$ cat config.mk
export PLATFORM = sky130hd
export DESIGN_NAME = usb_host_irq_status
export DESIGN_NICKNAME = d
export VERILOG_FILES = /design/src/rtl/usb_sts_pkg.sv /design/src/rtl/usb_sts_ctrl.sv /design/src/rtl/usb_sts_datapath.sv /design/src/rtl/usb_host_irq_status.sv
export SDC_FILE = /design/constraint.sdc
export NUM_CORES = 1
export LEC_CHECK = 0
export ABC_AREA = 1
export BUFFER_PORTS_ARGS = -buffer_cell sky130_fd_sc_hd__buf_2
export CAP_MARGIN = 0
export CORE_AREA = 2 2 60 62
export DETAILED_ROUTE_END_ITERATION = 8
export DIE_AREA = 0 0 62 64
export GPL_TIMING_DRIVEN = 0
export PLACE_DENSITY = 0.71
export SYNTH_ARGS = -nofsm -noshare
export SYNTH_HDL_FRONTEND = slang
export SYNTH_HIERARCHICAL = 1
export SYNTH_SLANG_ARGS = --single-unit
$ cat constraint.sdc
create_clock -name clk -period 2.1 [get_ports clk]
set_input_delay 0.42 -clock clk [delete_from_list [all_inputs] [get_ports clk]]
set_output_delay 0.42 -clock clk [all_outputs]
set_load 0.01 [all_outputs]
$ cat src/rtl/usb_sts_pkg.sv
package usb_sts_pkg;

  localparam int STS_BITS   = 5;
  localparam int BIT_CMPL   = 0;
  localparam int BIT_ERR    = 1;
  localparam int BIT_PORT   = 2;
  localparam int BIT_ROLL   = 3;
  localparam int BIT_SYSERR = 4;

  // Strobes from the event decoder to the status datapath
  typedef struct packed {
    logic [STS_BITS-1:0] setMask;
    logic [STS_BITS-1:0] clrMask;
    logic                rebuildLoad;
    logic                rebuildVal;
  } stsStrobes_t;

endpackage

$ cat src/rtl/usb_sts_ctrl.sv
module usb_sts_ctrl
  import usb_sts_pkg::*;
#(
  parameter int NUM_PORTS = 4,
  parameter int FRAME_W   = 14,
  parameter int ROLL_BIT  = 13,
  parameter int DATA_W    = 32
) (
  input  logic                 clk,
  input  logic                 rst_n,
  input  logic                 regWrEn,
  input  logic [DATA_W-1:0]    regWrData,
  input  logic                 txnDone,
  input  logic                 txnIoc,
  input  logic                 txnShort,
  input  logic                 txnErr,
  input  logic [FRAME_W-1:0]   frameIndex,
  input  logic [NUM_PORTS-1:0] portChange,
  input  logic [NUM_PORTS-1:0] portOwner,
  input  logic [NUM_PORTS-1:0] portForceResume,
  input  logic                 resumeRebuild,
  input  logic                 memAccDone,
  input  logic                 memAccOk,
  output stsStrobes_t          strobes
);

  logic [NUM_PORTS-1:0] prevChange;
  logic [NUM_PORTS-1:0] prevResume;
  logic [NUM_PORTS-1:0] hostRise;
  logic [NUM_PORTS-1:0] anyLevel;
  logic                 prevRoll;
  logic                 primed;
  logic                 rollToggle;

  // Bits outside the status field and the watched index bit are not decoded
  logic unusedInputs;
  assign unusedInputs = ^{regWrData[DATA_W-1:STS_BITS], frameIndex};

  always_ff @(posedge clk) begin
    if (!rst_n) begin
      prevChange <= '0;
      prevResume <= '0;
      prevRoll   <= 1'b0;
      primed     <= 1'b0;
    end else begin
      prevChange <= portChange;
      prevResume <= portForceResume;
      prevRoll   <= frameIndex[ROLL_BIT];
      primed     <= 1'b1;
    end
  end

  // Per-port rise detection, qualified by host ownership
  for (genvar p = 0; p < NUM_PORTS; p++) begin : g_port
    logic chgRise;
    logic resRise;
    assign chgRise     = portChange[p] & ~prevChange[p];
    assign resRise     = portForceResume[p] & ~prevResume[p];
    assign hostRise[p] = ~portOwner[p] & (chgRise | resRise);
    assign anyLevel[p] = portChange[p] | portForceResume[p];
  end

  assign rollToggle = primed & (frameIndex[ROLL_BIT] ^ prevRoll);

  always_comb begin
    strobes                      = '0;
    strobes.setMask[BIT_CMPL]    = txnDone & (txnIoc | txnShort);
    strobes.setMask[BIT_ERR]     = txnDone & txnErr;
    strobes.setMask[BIT_PORT]    = |hostRise;
    strobes.setMask[BIT_ROLL]    = rollToggle;
    strobes.setMask[BIT_SYSERR]  = memAccDone & ~memAccOk;
    strobes.clrMask              = regWrEn ? regWrData[STS_BITS-1:0] : '0;
    strobes.rebuildLoad          = resumeRebuild;
    strobes.rebuildVal           = |anyLevel;
  end

endmodule

$ cat src/rtl/usb_sts_datapath.sv
module usb_sts_datapath
  import usb_sts_pkg::*;
#(
  parameter int DATA_W   = 32,
  parameter int HALT_BIT = 12
) (
  input  logic                clk,
  input  logic                rst_n,
  input  stsStrobes_t         strobes,
  input  logic [STS_BITS-1:0] intrEnable,
  input  logic                haltedIn,
  output logic [DATA_W-1:0]   regRdData,
  output logic                irqOut,
  output logic                clrRunStop
);

  logic [STS_BITS-1:0] stsQ;
  logic [STS_BITS-1:0] stsNext;
  logic                runClrQ;

  // Next state per status bit: set beats clear; the port bit may be reloaded
  for (genvar b = 0; b < STS_BITS; b++) begin : g_bit
    if (b == BIT_PORT) begin : g_reload
      assign stsNext[b] = strobes.rebuildLoad
                        ? (strobes.rebuildVal | strobes.setMask[b])
                        : (strobes.setMask[b] | (stsQ[b] & ~strobes.clrMask[b]));
    end else begin : g_plain
      assign stsNext[b] = strobes.setMask[b] | (stsQ[b] & ~strobes.clrMask[b]);
    end
  end

  always_ff @(posedge clk) begin
    if (!rst_n) begin
      stsQ    <= '0;
      runClrQ <= 1'b0;
    end else begin
      stsQ    <= stsNext;
      runClrQ <= strobes.setMask[BIT_SYSERR];
    end
  end

  always_comb begin
    regRdData                 = '0;
    regRdData[STS_BITS-1:0]   = stsQ;
    regRdData[HALT_BIT]       = haltedIn;
  end

  assign irqOut     = |(stsQ & intrEnable);
  assign clrRunStop = runClrQ;

endmodule

$ cat src/rtl/usb_host_irq_status.sv
module usb_host_irq_status
  import usb_sts_pkg::*;
#(
  parameter int NUM_PORTS = 4,
  parameter int FRAME_W   = 14,
  parameter int ROLL_BIT  = 13,
  parameter int DATA_W    = 32,
  parameter int HALT_BIT  = 12
) (
  input  logic                 clk,
  input  logic                 rst_n,
  input  logic                 regWrEn,
  input  logic [DATA_W-1:0]    regWrData,
  output logic [DATA_W-1:0]    regRdData,
  input  logic [STS_BITS-1:0]  intrEnable,
  input  logic                 haltedIn,
  input  logic                 txnDone,
  input  logic                 txnIoc,
  input  logic                 txnShort,
  input  logic                 txnErr,
  input  logic [FRAME_W-1:0]   frameIndex,
  input  logic [NUM_PORTS-1:0] portChange,
  input  logic [NUM_PORTS-1:0] portOwner,
  input  logic [NUM_PORTS-1:0] portForceResume,
  input  logic                 resumeRebuild,
  input  logic                 memAccDone,
  input  logic                 memAccOk,
  output logic                 clrRunStop,
  output logic                 irqOut
);

  stsStrobes_t strobes;

  usb_sts_ctrl #(
    .NUM_PORTS(NUM_PORTS), .FRAME_W(FRAME_W), .ROLL_BIT(ROLL_BIT), .DATA_W(DATA_W)
  ) ctrl_i (
    .clk(clk), .rst_n(rst_n),
    .regWrEn(regWrEn), .regWrData(regWrData),
    .txnDone(txnDone), .txnIoc(txnIoc), .txnShort(txnShort), .txnErr(txnErr),
    .frameIndex(frameIndex),
    .portChange(portChange), .portOwner(portOwner), .portForceResume(portForceResume),
    .resumeRebuild(resumeRebuild),
    .memAccDone(memAccDone), .memAccOk(memAccOk),
    .strobes(strobes)
  );

  usb_sts_datapath #(
    .DATA_W(DATA_W), .HALT_BIT(HALT_BIT)
  ) dp_i (
    .clk(clk), .rst_n(rst_n),
    .strobes(strobes),
    .intrEnable(intrEnable), .haltedIn(haltedIn),
    .regRdData(regRdData), .irqOut(irqOut), .clrRunStop(clrRunStop)
  );

endmodule

; ---- Word level (Yosys, flattened, before mapping)
; Cells that the tools add are included.
[word_totals]
register_bits = 16
input_bits = 74
out_inout_bits = 34
word_cells = 68
[classes]
muxes = 3
bitwise_logic = 56
reduce_logical = 3
[op_table]
columns = op, n
row1 = 1-bit AND, 21
row2 = 1-bit inverter, 18
row3 = 1-bit bitwise OR, 15
row4 = 4-bit OR reduction, 2
row5 = 5-bit AND, 1
row6 = 5-bit 2-to-1 mux, 1
row7 = 5-bit OR reduction, 1
row8 = 1-bit 2-to-1 mux, 2
row9 = 1-bit bitwise XOR, 1

; ---- Longest topological paths before layout
[depth]
word_depth = 7
depth_mapped = 9
mapped_depth_nobuf = 9

; ---- Modules after synthesis
; The synthesis kept the hierarchy.
[by_module_without_submodules]
columns = module, instances, cells_each, area_each_um2, seq_area_each_um2
row1 = usb_sts_ctrl, 1, 86, 503.0, 200.2
row2 = usb_sts_datapath, 1, 62, 442.9, 120.1

; ---- Worst setup path before layout
; Ideal clock, no wire load.
[synth_path]
path_kind = input port to output port
from = in intrEnable[3]
to = out irqOut
t_arrival_ps = 674
required_ps = 1680
setup_slack_ps = 1006
stages = 4
path_buffers = 0
cell_sequence = nand2_1 nand2_1 nor2_1 nand2_1
[synth_via]
elab_chain_len = 2
[synth_rtl]
columns = item, line
row1 = start: declaration, usb_host_irq_status.sv:15  ; input logic [STS_BITS-1:0] intrEnable,
row2 = 5-bit AND, usb_sts_datapath.sv:48  ; assign irqOut = |(stsQ & intrEnable);
row3 = 5-bit OR reduction, usb_sts_datapath.sv:48
row4 = end: declaration, usb_host_irq_status.sv:29  ; output logic irqOut
; No other way between the ends.

; ---- Worst setup path in the final report
[layout_path]
from = reg dp_i.stsQ[2]
to = out irqOut
[layout_via]
elab_chain_len = 2
[layout_rtl]
columns = item, line
row1 = start: declaration, usb_sts_datapath.sv:17  ; logic [STS_BITS-1:0] stsQ;
row2 = start signal: assignment, usb_sts_datapath.sv:37  ; stsQ <= stsNext;
row3 = 5-bit AND, usb_sts_datapath.sv:48
row4 = 5-bit OR reduction, usb_sts_datapath.sv:48
; No other way between the ends.

==> flow_summary_export.csv <==
group,metric,value,unit
clock_tree,post-cts-setup-buffers,0,
drt,ant_nets,0,
cells_and_area,final_common_cell,"nand2_1",
yosys,syn_area_per_cell,6.391,um^2
sta,fin_skew,1.188,ps
cells_and_area,syn_to_final_growth,40.48,%
sta,slew_violations,0,
clock_tree,clock_sinks,16,
cells_and_area,design_area,1329,um^2
setup_path,critical_path.endpoint_type,"primary output",
sta,period_share,69.19,%
drt,viasPerCell,3.336,
sta,setup_viol_count_final,0,
grt,grt_pass1_vias,742,
placed_design,dp_hpwl,1.594,mm
setup_path,criticalPathCategory,"reg -> out",
drt,first_iter_violations,11,
yosys,ys_warn_count,6,
setup_path,crit_fanout,3,
yosys,yosys_register_bits,16,
power,peakVddDrop,0.0002178,V
power,leakagePower,0.9184,nW
grt,grt_busiest_layer,"met2",
clock_tree,cts_root_buffer,"clkbuf_4",
setup_path,cp.arrival,1030,ps
power,p_switching,0.1848,mW
cells_and_area,layout.nets,291,
grt,grt_pass1_wl,2.787,mm
die,start_util,28.80,%
clock_tree,cts_tree,"yes",
grt,grt_usage,9.326,%
grt,use_met3,1.417,%
clock_tree,hold_buffers,0,
drt,drc,0,
grt,antenna_found_initial,0,
die,die_area,3968,um^2
die,die-width,62,um
placed_design,place.gp.congestion,0.7589,
grt,grt_util_met2,17.06,%
sta,fin_hold_ws,296.1,ps
cells_and_area,layoutNonFillerInstCount,262,
sta,min_period,1453,ps
placed_design,place_inst,258,
cells_and_area,drive_gt1_share,33.80,%
flow_run,drv_cap,0,
sta,max_freq,0.6882,GHz
yosys,syn_area,945.9,um^2
yosys,yosysSeqAreaShare,33.86,%
clock_tree,ctsResizeCount,0,
power,intPower,0.5125,mW
setup_path,cp-start-kind,"flop",
clock_tree,clkLatencyLatePin,280,ps
die,ioPinCount,108,
grt,gr-total-overflow,0,
die,chipHeight,64,um
grt,grt_max_degree,10,
placed_design,portBuffers,39,
clock_tree,clockBufferDepth,2,
power,switching_share,26.50,%
power,p_per_area,524.8,nW/um^2
sta,hold_viol_final,0,
yosys,synth.distinct_cells,13,
grt,met1_usage,9.282,%
clock_tree,cts_buffers,3,
sta,tns,0,ps
yosys,syn-instance-count,148,
die,core_area,3284,um^2
power,pwr-share-comb,24.2,%
drt,wire_per_inst,7.057,um
power,seqPwrFrac,47.2,%
cells_and_area,final_cell_mix,"44 x nand2_1, 40 x buf_2, 37 x inv_1",
outcome,status,"finished, final reports clean",
clock_tree,htreeDepth,1,
drt,vias,874,
drt,first_pass_iters,2,
cells_and_area,num-fill-cells,359,
setup_path,worstPathRequired,1680,ps
die,fp-row-count,21,
placed_design,place_area,1292,um^2
power,pwr-share-clk,28.6,%
sta,rsz0062_at_grt,"no",
cells_and_area,diodes,0,
drt,wirelength,1.849,mm
clock_tree,clkTransAtPathRegs,90,ps
worst_hold_path,hp-class,"in -> reg",
[registers in the layout, summed over array words and instances, names as in the netlist]
| register | cells |
|---|---|
| ctrl_i/prevChange | 4 |
| ctrl_i/prevResume | 4 |
| ctrl_i/prevRoll | 1 |
| ctrl_i/primed | 1 |
| dp_i/clrRunStop | 1 |
| dp_i/stsQ | 5 |
[logic make-up (layout without fill, tap and decap cells)]
| kind of cell | Yosys count | after routing | share of synthesized area [%] |
|---|---|---|---|
| AND/OR/NAND/NOR | 56 | 56 | 23.02 |
| flip-flops | 16 | 16 | 33.86 |
| buffers and inverters | 67 | 110 | 38.23 |
| other | 1 | 26 | 0.3964 |
| AO/OA/AOI/OAI | 8 | 8 | 4.497 |
[worst max-delay path, cell delays in order, from the launching register on]
cell and delay (ps):
dfxtp_1 340, nand2_1 80, nand2_1 60, nor2_1 100, nand2_1 50, buf_2 130
[metal layers]
metal / share of wire (%) / vias up
li1: - / 500
met1: 39 / 345
met2: 53 / 27
met3: 6.8 / 2
met4: 1.5 / 0
met5: 0 / -
[cell usage after synthesis (all sizes together)]
cell | number | share of area, %
nand3 | 1 | 0.53
o21a | 1 | 0.79
nand3b | 1 | 0.79
a21oi | 6 | 3.2
nand2 | 44 | 17
o21ai | 1 | 0.53
buf | 30 | 24
dfxtp | 16 | 34
nand4 | 1 | 0.66
nor2 | 9 | 3.6
conb | 1 | 0.40
inv | 37 | 15
[per-stage QoR]
step / total power [mW] / setup slack [ps] / utilization [%]
floorplan: 0.4493 / 1006 / -
global placement: 0.5015 / 747.0 / 39.35
detailed placement: 0.5041 / 756.6 / 39.35
CTS: 0.7110 / 619.2 / 40.46
global route: 0.7486 / 524.1 / 40.46
finish: 0.6973 / 647.0 / 40.46
[power by group through the flow]
| stage | sequential (mW) | combinational (mW) | clock, mW |
|---|---|---|---|
| floorplan | 0.339 | 0.111 | 0 |
| global placement | 0.336 | 0.166 | 0 |
| detailed placement | 0.336 | 0.168 | 0 |
| CTS | 0.329 | 0.168 | 0.214 |
| global route | 0.331 | 0.193 | 0.224 |
| finish | 0.329 | 0.169 | 0.200 |
[layout make-up]
class / count / area, um^2 / area share [%]
clock buffers: 4 / 36.28 / 2.731
well taps: 46 / 57.56 / 4.331
repair buffers: 39 / 195.2 / 14.69
flip-flops and latches: 16 / 320.3 / 24.11
plain buffers: 30 / 222.7 / 16.76
inverters: 37 / 138.9 / 10.45
multi-input cells: 90 / 357.8 / 26.93
[final timing paths]
check | startpoint | to | slack (ps) | cells past startpoint
worst max-delay path | dp_i/stsQ[2] | irqOut | 650 | 5
worst min-delay path | rst_n | ctrl_i/primed | 300 | 1
worst max register to register | ctrl_i/prevResume[0] | dp_i/stsQ[2] | 1170 | 9
worst min register to register | dp_i/stsQ[4] | dp_i/stsQ[4] | 490 | 2
Note: power is estimated with default switching activity, not from simulation.
